--- config.mk ---
export PLATFORM = sky130hd
export DESIGN_NAME = rst_qualify_gate
export DESIGN_NICKNAME = d
export VERILOG_FILES = /design/src/rtl/rqg_pkg.sv /design/src/rtl/rqg_pin_sync.sv /design/src/rtl/rqg_pulse_meter.sv /design/src/rtl/rqg_interval_timer.sv /design/src/rtl/rst_qualify_gate.sv
export SDC_FILE = /design/constraint.sdc
export NUM_CORES = 1
export LEC_CHECK = 0
export ABC_AREA = 1
export CELL_PAD_IN_SITES_DETAIL_PLACEMENT = 0
export CELL_PAD_IN_SITES_GLOBAL_PLACEMENT = 1
export CORE_ASPECT_RATIO = 1.75
export CORE_MARGIN = 3
export CORE_UTILIZATION = 43
export CTS_BUF_LIST = sky130_fd_sc_hd__clkbuf_4
export CTS_CLUSTER_SIZE = 20
export DETAILED_ROUTE_END_ITERATION = 12
export PLACE_DENSITY = 0.93
export SYNTH_ARGS = -nofsm -noshare
export SYNTH_HDL_FRONTEND = slang
export SYNTH_SLANG_ARGS = --single-unit
--- constraint.sdc ---
create_clock -name clk -period 2.1 [get_ports clk]
set_input_delay 0.42 -clock clk [delete_from_list [all_inputs] [get_ports clk]]
set_output_delay 0.42 -clock clk [all_outputs]
set_load 0.01 [all_outputs]
--- src/rtl/rqg_pkg.sv ---
package rqg_pkg;

    typedef enum logic [2:0] {
        RQ_OFF       = 3'd0,
        RQ_COLD_HOLD = 3'd1,
        RQ_RECOVER   = 3'd2,
        RQ_RUN       = 3'd3,
        RQ_WARM_LOW  = 3'd4
    } rq_state_e;

    typedef struct packed {
        logic kind_warm;
        logic pw_err;
    } rq_flags_t;

    typedef struct packed {
        logic level;
        logic rise;
    } rq_pin_t;

    function automatic int unsigned ns_to_cyc(input int unsigned ns, input int unsigned period);
        int unsigned c;
        c = (ns + period - 1) / period;
        return (c == 0) ? 1 : c;
    endfunction

    function automatic int unsigned umax(input int unsigned a, input int unsigned b);
        return (a > b) ? a : b;
    endfunction

endpackage

--- src/rtl/rqg_pin_sync.sv ---
module rqg_pin_sync
    import rqg_pkg::*;
(
    input  logic    clk,
    input  logic    rst,
    input  logic    pin_n_i,
    output rq_pin_t pin_o
);
    logic s1, s2, s_prev;

    always_ff @(posedge clk) begin
        if (rst) begin
            s1     <= 1'b1;
            s2     <= 1'b1;
            s_prev <= 1'b1;
        end else begin
            s1     <= pin_n_i;
            s2     <= s1;
            s_prev <= s2;
        end
    end

    always_comb begin
        pin_o.level = s2;
        pin_o.rise  = s2 & ~s_prev;
    end
endmodule

--- src/rtl/rqg_pulse_meter.sv ---
module rqg_pulse_meter #(
    parameter int unsigned MAX_COUNT = 8,
    parameter int unsigned W         = 4
) (
    input  logic         clk,
    input  logic         rst,
    input  logic         enable,
    input  logic         pin_level,
    output logic [W-1:0] low_cnt
);
    localparam logic [W-1:0] CAP = W'(MAX_COUNT);

    always_ff @(posedge clk) begin
        if (rst || !enable || pin_level) begin
            low_cnt <= '0;
        end else if (low_cnt != CAP) begin
            low_cnt <= low_cnt + 1'b1;
        end
    end

    a_r1_count_capped: assert property (@(posedge clk) disable iff (rst)
        low_cnt <= CAP);
endmodule

--- src/rtl/rqg_interval_timer.sv ---
module rqg_interval_timer #(
    parameter int unsigned CYCLES = 4
) (
    input  logic clk,
    input  logic rst,
    input  logic clear,
    input  logic run,
    output logic expired
);
    localparam int unsigned W = (CYCLES < 2) ? 1 : $clog2(CYCLES + 1);
    localparam logic [W-1:0] LAST = W'(CYCLES - 1);

    logic [W-1:0] cnt;

    always_ff @(posedge clk) begin
        if (rst || clear) begin
            cnt <= '0;
        end else if (run && (cnt != LAST)) begin
            cnt <= cnt + 1'b1;
        end
    end

    assign expired = (cnt == LAST);

    a_r4_timer_bounded: assert property (@(posedge clk) disable iff (rst)
        cnt <= LAST);
endmodule

--- src/rtl/rst_qualify_gate.sv ---
module rst_qualify_gate
    import rqg_pkg::*;
#(
    parameter int unsigned CLK_PERIOD_NS = 20,
    parameter int unsigned COLD_MIN_NS   = 1_000_000,
    parameter int unsigned WARM_MIN_NS   = 150,
    parameter int unsigned RECOVERY_NS   = 120,
    parameter int unsigned CFG_LOAD_NS   = 200
) (
    input  logic clk,
    input  logic rst,
    input  logic pwr_good_i,
    input  logic vcc_ok_i,
    input  logic rst_pin_n_i,
    input  logic wr_strobe_n_i,
    input  logic chip_sel_n_i,
    input  logic flash_wr_req_i,
    output logic wr_strobe_n_o,
    output logic chip_sel_n_o,
    output logic flash_wr_start_o,
    output logic flash_rd_array_o,
    output logic logic_valid_o,
    output logic access_ready_o,
    output logic reset_kind_o,
    output logic pw_err_o
);
    localparam int unsigned COLD_C = ns_to_cyc(COLD_MIN_NS, CLK_PERIOD_NS);
    localparam int unsigned WARM_C = ns_to_cyc(WARM_MIN_NS, CLK_PERIOD_NS);
    localparam int unsigned REC_C  = ns_to_cyc(RECOVERY_NS, CLK_PERIOD_NS);
    localparam int unsigned CFG_C  = ns_to_cyc(CFG_LOAD_NS, CLK_PERIOD_NS);
    localparam int unsigned MAX_C  = umax(COLD_C, WARM_C);
    localparam int unsigned CNT_W  = $clog2(MAX_C + 1);
    localparam logic [CNT_W-1:0] COLD_L = CNT_W'(COLD_C);
    localparam logic [CNT_W-1:0] WARM_L = CNT_W'(WARM_C);

    rq_state_e        state, nxt;
    rq_flags_t        flags;
    rq_pin_t          pin;
    logic [CNT_W-1:0] low_cnt;
    logic             rec_expired, cfg_expired, cfg_loaded;
    logic             cold_ok, warm_ok, valid_evt, short_evt, gate_open;

    rqg_pin_sync u_sync (
        .clk     (clk),
        .rst     (rst),
        .pin_n_i (rst_pin_n_i),
        .pin_o   (pin)
    );

    rqg_pulse_meter #(.MAX_COUNT(MAX_C), .W(CNT_W)) u_meter (
        .clk       (clk),
        .rst       (rst),
        .enable    (state != RQ_OFF),
        .pin_level (pin.level),
        .low_cnt   (low_cnt)
    );

    rqg_interval_timer #(.CYCLES(REC_C)) u_recover (
        .clk     (clk),
        .rst     (rst),
        .clear   (state != RQ_RECOVER),
        .run     (state == RQ_RECOVER),
        .expired (rec_expired)
    );

    rqg_interval_timer #(.CYCLES(CFG_C)) u_cfg (
        .clk     (clk),
        .rst     (rst),
        .clear   (state == RQ_OFF),
        .run     (1'b1),
        .expired (cfg_expired)
    );

    always_comb begin
        cold_ok   = (low_cnt >= COLD_L) && cfg_loaded;
        warm_ok   = (low_cnt >= WARM_L);
        valid_evt = pwr_good_i && pin.rise &&
                    (((state == RQ_COLD_HOLD) && cold_ok) ||
                     ((state == RQ_WARM_LOW) && warm_ok));
        short_evt = pwr_good_i && pin.rise &&
                    (((state == RQ_COLD_HOLD) && !cold_ok) ||
                     ((state == RQ_WARM_LOW) && !warm_ok));
    end

    always_comb begin
        nxt = state;
        if (!pwr_good_i) begin
            nxt = RQ_OFF;
        end else begin
            unique case (state)
                RQ_OFF:       nxt = RQ_COLD_HOLD;
                RQ_COLD_HOLD: if (valid_evt) nxt = RQ_RECOVER;
                RQ_RECOVER: begin
                    if (!pin.level)       nxt = RQ_WARM_LOW;
                    else if (rec_expired) nxt = RQ_RUN;
                end
                RQ_RUN:       if (!pin.level) nxt = RQ_WARM_LOW;
                RQ_WARM_LOW: begin
                    if (valid_evt)      nxt = RQ_RECOVER;
                    else if (short_evt) nxt = RQ_RUN;
                end
                default:      nxt = RQ_OFF;
            endcase
        end
    end

    always_ff @(posedge clk) begin
        if (rst) begin
            state      <= RQ_OFF;
            flags      <= '0;
            cfg_loaded <= 1'b0;
        end else begin
            state <= nxt;
            if (valid_evt) begin
                flags.kind_warm <= (state == RQ_WARM_LOW);
                flags.pw_err    <= 1'b0;
            end else if (short_evt) begin
                flags.pw_err    <= 1'b1;
            end
            if (state == RQ_OFF)  cfg_loaded <= 1'b0;
            else if (cfg_expired) cfg_loaded <= 1'b1;
        end
    end

    always_comb begin
        gate_open        = (state == RQ_RUN) && pin.level;
        wr_strobe_n_o    = gate_open ? wr_strobe_n_i : 1'b1;
        chip_sel_n_o     = gate_open ? chip_sel_n_i  : 1'b1;
        access_ready_o   = (state == RQ_RUN);
        flash_wr_start_o = flash_wr_req_i && vcc_ok_i && access_ready_o;
        flash_rd_array_o = (state == RQ_OFF) || (state == RQ_COLD_HOLD);
        logic_valid_o    = cfg_loaded;
        reset_kind_o     = flags.kind_warm;
        pw_err_o         = flags.pw_err;
    end

    a_r10_off_after_power_loss: assert property (@(posedge clk) disable iff (rst)
        !$past(pwr_good_i) |-> (state == RQ_OFF));

    a_r4_ready_after_window: assert property (@(posedge clk) disable iff (rst)
        ($rose(access_ready_o) && ($past(state) == RQ_RECOVER)) |-> $past(rec_expired));

    a_r5_err_clear_on_entry: assert property (@(posedge clk) disable iff (rst)
        ((state == RQ_RECOVER) && ($past(state) != RQ_RECOVER)) |-> !pw_err_o);

    a_r6_valid_in_warm: assert property (@(posedge clk) disable iff (rst)
        (state == RQ_WARM_LOW) |-> logic_valid_o);

    a_r8_write_needs_ready: assert property (@(posedge clk) disable iff (rst)
        flash_wr_start_o |-> (access_ready_o && vcc_ok_i));

    a_r9_strobes_idle_in_reset: assert property (@(posedge clk) disable iff (rst)
        !pin.level |-> (wr_strobe_n_o && chip_sel_n_o));
endmodule

==> summary.md, run 1 <==
| Metric | Value |
|---|---|
| Sum of negative setup slack | 0 ps |
| Diodes inserted | 0 |
| Number of sinks on the clock net | 32 |
| Crit path required time | roughly 1700 ps |
| Root cell of the clock tree | clkbuf_4 |
| Final GP Congestion | 0.805 |
| Half-perimeter wire length after detailed placement | 2.75 mm |
| Final critical-path required period | around 1900 ps |
| Largest clock skew in the final design | 9.99 ps |
| Critical path endpoint category | primary output |
| Avg WL per Cell | 11.3 µm |
| Avg Synthesized Cell Area | 7.29 µm² |
| Core outline area | 3660 µm² |
| Endpoints failing hold | 0 |
| Initial core utilization | 45.4% |
| Number of cells on the worst reg-to-reg path | 12 |
| Peak fanout along the critical path | 2 |
| Vias | 1469 |
| Clk pin slew, worst setup/hold paths | about 100 ps |
| Capturing instance or port of the critical path | wr_strobe_n_o |
| Most area-consuming cells after synthesis | dfxtp_1, nand2_1, inv_1 |
| Cell Pwr Density | between 500 and 600 nW/µm² |
| Residual antenna-violating net count after detailed routing | 0 |
| Number of setup violations in the final report | 0 |
| Cell row count | 29 |
| Final core occ | 53.5% |
| DRC | 0 |
| CTS H-Tree Depth | 2 |
| Share of the synthesized area in the top cell type | 38.5% |
| Initial antenna violation count | 0 |
| Number of buffers inserted during clock tree synthesis | 5 |
| Number of synthesized register bits | 32 |
| FMAX | approximately 0.52 GHz |
| Proportion of layout cells with a drive suffix above 1 | 18.4% |
| Reg2reg setup slack | a little over 400 ps |
| Die W | 53.0 µm |
| Number of top-level pins | 16 |
| Pin slew with the least headroom to its limit | a little over 400 ps |
| Worst Min Path Start | u_sync.s1 |
| Drt via density | 4.86 |
| Port Buffers | 15 |
| Clock tree from TritonCTS | done |
| Synth area leader | dfxtp_1 |
| Number of buffers inserted to repair setup after CTS | 0 |
| Filler cells | 379 |
| Overflow left after global routing | 0 |
| Number of global-route vias before repair | around 1400 |
| Netlist cell types | 32 |
| Launch instance of the worst register-to-register path | u_meter.low_cnt[0] |
| Maximum vdd ir drop | 360 µV |
| Synth async-reset ratio | 0% |
| Flip-flop cell with the highest count after synthesis | dfxtp_1 |
| Data arrival time of the critical path | between 1500 and 2000 ps |
| Number of maximum-capacitance violations | 0 |
| All-Layer GR Usage | between 15 and 20% |
| Total Routed Length | 3.41 mm |
| Slew headroom | around 73% |
| Nets in the synthesized netlist | 242 |
| Cell Area, Synth | 1660 µm² |
| Final number of max-transition violations | 0 |
| Largest net degree at the start of global routing | 11 |
| Final period util | just over 90% |
| Classification of the worst-slack hold path | reg -> reg |
| Reg2reg end | u_meter.low_cnt[14] |
| Yosys warns | 0 |
| Instance count of the mapped netlist | 228 |
| Depth of the worst hold-timing path | 1 |
| Net count of the finished layout | 270 |
| Startpoint of the worst setup timing path | state[1] |
| Status | finished, final reports clean |
| Type of origin of the critical path | flip-flop |
| DIE AREA | 4680 µm² |
| Share of synthesized area occupied by flip-flops and latches | 38.5% |
| First-pass iteration count of the detailed router | 4 |
| Clock Latency Late Sink | 330 ps |
| Leakage power of the design | approximately 0.80 nW |
| Number of buffers between clock root and the deepest sink | 2 |
| Layout Area Growth over Synthesis | 18.0% |
| Global-route wire length before repair | 5.84 mm |
| Crit Path Category | reg -> out |
| Setup repair after global routing missed its margin | no |
| Number of DRC markers after the initial detailed-route iteration | 23 |
| Height of the die | 88.3 µm |
| Number of flops mapped to enable cells by yosys | 0 |
placed cells by master (no fill, tap or decap), types with 2 or more instances in the layout:
master / n
nor3_2: 2
or2_2: 4
o21ai_0: 12
nor2_2: 4
a21oi_1: 17
nand2_1: 41
o21bai_1: 2
a211oi_1: 2
clkbuf_4: 6
nor3_1: 8
buf_4: 7
inv_2: 4
nor2_1: 24
dfxtp_1: 31
a21oi_2: 4
inv_1: 33
xnor2_1: 3
ha_1: 6
clkbuf_2: 2
clkdlybuf4s50_1: 12
nand2_2: 5
nor2_4: 4
nand3_1: 7
a31oi_1: 2
cell families (layout without fill, tap and decap cells):
kind of cell             after synthesis  in the layout  share of synthesized area [%]
adder cells (fa/ha/maj)                6              6                           4.51
AND/OR/NAND/NOR                      107            107                           32.1
AO/OA/AOI/OAI                         41             41                           14.1
flip-flops                            32             32                           38.5
buffers and inverters                 38             66                           8.65
XOR/XNOR                               4              4                           2.11
cell type report:
type	instances	area [µm²]	share of cell area, %
timing repair buffer	22	195	9.95
clock inverter	1	5.00	0.255
multi-input combinational	158	878	44.8
clock buffer	6	45.0	2.30
sequential	32	642	32.7
tap	46	57.6	2.93
inverter	37	139	7.08
state kept, by name, summed over array words and instances (netlist names):
name,flops
u_cfg.cnt,4
logic_valid_o,1
u_meter.low_cnt,16
u_sync.s_prev,1
state,3
u_recover.cnt,3
reset_kind_o,1
u_sync.s1,1
u_sync.s2,1
pw_err_o,1
cells in the mapped netlist (2+ instances only):
master / n
nand2_2: 5
ha_1: 6
a31oi_1: 2
nor3_2: 2
inv_1: 33
nor3_1: 8
dfxtp_1: 32
nor2_1: 24
inv_2: 4
nand3_1: 7
a21oi_2: 4
or2_2: 4
o21bai_1: 2
a211oi_1: 2
nand2_1: 41
o21ai_0: 12
nor2_2: 4
xnor2_1: 3
a21oi_1: 17
nor2_4: 4
timing repair:
action                     CTS  global route
resized for setup            5             3
hold endpoints to repair     0             0
hold buffers                 0             0
pin swaps                    0             0
setup endpoints to repair    3             3
metal layers:
metal	vias to the layer above	GRT usage [%]	part of all wire [%]
met5	-	0	0
met4	0	9.07	2.5
met3	7	4.22	3.8
met2	23	32.7	56
met1	660	16.4	38
li1	779	-	-
worst min-delay path by stage:
stage	to
after floorplan	u_sync.s2
after global placement	u_sync.s2
after detailed placement	u_sync.s2
after CTS	u_sync.s2
after global routing	u_sync.s2
final	u_sync.s2
power by group:
group | total, mW | internal [mW] | leakage (nW) | switching, mW
Sequential | 0.630 | 0.620 | 0.259 | 0.0100
Combinational | 0.151 | 0.0660 | 0.506 | 0.0848
Clock | 0.334 | 0.136 | 0.0315 | 0.198
per-stage QoR:
stage               cell area, µm²  std cells  power [mW]  hold WS (ps)  setup WS [ps]
floorplan                     1660        228       0.738           389            430
global placement              1920        295       0.795           394            112
detailed placement            1920        295       0.797           400           88.8
CTS                           1970        302        1.14           424           11.5
global route                  1960        302        1.19           448           4.41
finish                        1960        302        1.11           419            161
worst max-delay path, cell delays in order, from the launching register on:
cell	delay [ps]
dfxtp_2	340
inv_2	30
nor2_2	100
inv_2	60
nor2_4	90
inv_2	60
nor2_4	80
inv_1	50
or2_2	260
clkbuf_2	130
(Power assumes the default switching activity.)
==> run 2, diff against run 1 <==
--- a/config.mk
+++ b/config.mk
@@ -15,6 +15,7 @@
 export CTS_CLUSTER_SIZE = 20
 export DETAILED_ROUTE_END_ITERATION = 12
 export PLACE_DENSITY = 0.93
+export SKIP_CTS_REPAIR_TIMING = 1
 export SYNTH_ARGS = -nofsm -noshare
 export SYNTH_HDL_FRONTEND = slang
 export SYNTH_SLANG_ARGS = --single-unit
==> constraint.sdc (replaced) <==
create_clock -name clk -period 2.1 [get_ports clk]
set_input_delay 0.42 -clock clk [delete_from_list [all_inputs] [get_ports clk]]
set_output_delay 0.42 -clock clk [all_outputs]
set_load 0.005 [all_outputs]
==> summary.md, run 2 (synthesized netlist as in run 1, its figures left out) <==
| Metric | Value |
|---|---|
| Final GP Congestion | around 0.8 |
| Largest clock skew in the final design | a little over 8 ps |
| DIE AREA | 4680 µm² |
| Delay contributed by the slowest stage of the critical path | 500 ps |
| Type of origin of the critical path | flip-flop |
| Core outline area | 3660 µm² |
| Peak fanout along the critical path | 2 |
| FMAX | 0.499 GHz |
| Number of buffers inserted during clock tree synthesis | 5 |
| Initial antenna violation count | 0 |
| Slew headroom | 74.9% |
| Number of sinks on the clock net | 32 |
| Crit path buf inv count | 4 |
| Number of setup violations in the final report | 0 |
| Slowest stage cell, crit path | clkdlybuf4s50_1 |
| Port Buffers | 15 |
| Root cell of the clock tree | clkbuf_4 |
| Classification of the worst-slack hold path | reg -> reg |
| Maximum vdd ir drop | approximately 500 µV |
| First-pass iteration count of the detailed router | 4 |
| DRC | 0 |
| Status | finished, final reports clean |
| Leakage power of the design | 0.788 nW |
| Clk pin slew, worst setup/hold paths | 100 ps |
| All-Layer GR Usage | 16.7% |
| Layout Area Growth over Synthesis | 20.7% |
| Number of top-level pins | 16 |
| Overflow left after global routing | 0 |
| Endpoints failing hold | 0 |
| Vias | 1462 |
| Pin slew with the least headroom to its limit | around 370 ps |
| Finished Layout Cells | 303 |
| Number of logic stages on the critical path including buffering | 7 |
| Startpoint of the worst setup timing path | state[1] |
| Clock tree from TritonCTS | done |
| Overall Power | 1.24 mW |
| CTS H-Tree Depth | 2 |
| Commonest cells after routing, fill and taps aside | nand2_1, inv_1, dfxtp_1, nor2_1, a21oi_1 |
| Cells traversed along the worst timing path | inv_2 -> nor2_4 -> inv_2 -> nor2_4 -> inv_2 -> nor2_1 -> clkdlybuf4s50_1 |
| Initial core utilization | 45.4% |
| Largest registers ranked by flip-flop count | u_meter.low_cnt: 16 flops, u_cfg.cnt: 4 flops |
| Reg2reg end | u_meter.low_cnt[14] |
| Cell Pwr Density | 618 nW/µm² |
| Crit Path Category | reg -> out |
| Number of buffers between clock root and the deepest sink | 2 |
| Number of global-route vias before repair | 1409 |
| Diodes inserted | 0 |
| Clock Latency Late Sink | 330 ps |
| Avg WL per Cell | 11.3 µm |
| Launch instance of the worst register-to-register path | u_meter.low_cnt[1] |
| Leading cell type in the layout, fill and taps excluded | nand2_1 |
| CP delay by family, top | buffers and inverters |
| Residual antenna-violating net count after detailed routing | 0 |
| Cell total after placement | between 200 and 300 |
| Final critical-path required period | 2000 ps |
| Data arrival time of the critical path | 1580 ps |
| Half-perimeter wire length after detailed placement | about 2.8 mm |
| Height of the die | 88.3 µm |
| Setup repair after global routing missed its margin | no |
| Cell row count | 29 |
| Most repeated library cell on the critical path | inv_2 |
| Sum of negative setup slack | 0 ps |
| Capturing instance or port of the critical path | flash_wr_start_o |
| Drt via density | slightly below 5 |
| Number of DRC markers after the initial detailed-route iteration | 29 |
| Final period util | 95.5% |
| Final number of max-transition violations | 0 |
| Die W | 53.0 µm |
| Most flop-heavy register | u_meter.low_cnt |
| Proportion of layout cells with a drive suffix above 1 | 17.9% |
| Critical path endpoint category | primary output |
| Crit path required time | ~1700 ps |
| Global-route wire length before repair | 5.66 mm |
| Net count of the finished layout | 270 |
| Largest net degree at the start of global routing | 12 |
| Total Routed Length | ~3.4 mm |
| Flip-flop count of the largest register, all copies and words added | 16 |
| Number of cells on the worst reg-to-reg path | 12 |
| Number of maximum-capacitance violations | 0 |
| Reg2reg setup slack | around 380 ps |
run 2: changes by cell type in the layout (fill, tap and decap cells not counted), moves of 2 or more:
cell and change:
clkbuf_2 -2, clkinv_1 +2, dfxtp_1 -2, dfxtp_2 +2
run 2: metal layers:
metal | vias to the layer above | track usage, % | wire length (µm)
met5 | - | 0 | 0
met1 | 647 | 15.3 | 1340
met4 | 0 | 7.67 | 59
met3 | 6 | 4.55 | 114
li1 | 784 | - | -
met2 | 25 | 32.2 | 1910
run 2: worst min-delay path by stage:
stage,cells past startpoint,startpoint,slack (ps),to
floorplan,1,u_sync.s1,390,u_sync.s2
global placement,1,u_sync.s1,390,u_sync.s2
detailed placement,1,u_sync.s1,400,u_sync.s2
CTS,1,u_sync.s1,430,u_sync.s2
global route,1,u_sync.s1,450,u_sync.s2
finish,1,u_sync.s1,430,u_sync.s2
run 2: power by group:
part | switching, mW | total [mW] | internal (mW) | leakage, nW
registers | 0.0108 | 0.632 | 0.621 | 0.260
logic | 0.0848 | 0.152 | 0.0668 | 0.488
clock network | 0.214 | 0.457 | 0.243 | 0.0403
total | 0.309 | 1.24 | 0.931 | 0.788
run 2: cell type report:
type / count / area (µm²)
clock inverters: 3 / 37.5
flip-flops and latches: 32 / 644
well taps: 46 / 57.6
fillers: 364 / 1660
clock buffers: 5 / 37.5
inverters: 37 / 139
repair buffers: 22 / 208
multi-input cells: 158 / 883
run 2: through the flow:
| step | setup slack (ps) | util [%] | instance area (µm²) | hold WS [ps] |
|---|---|---|---|---|
| after floorplan | 482 | - | 1660 | 389 |
| after global placement | 146 | 52.3 | 1920 | 394 |
| after detailed placement | 141 | 52.3 | 1920 | 401 |
| after CTS | -223 | 54.4 | 1990 | 428 |
| after global routing | 9.18 | 54.8 | 2010 | 452 |
| final | 95.5 | 54.8 | 2010 | 426 |
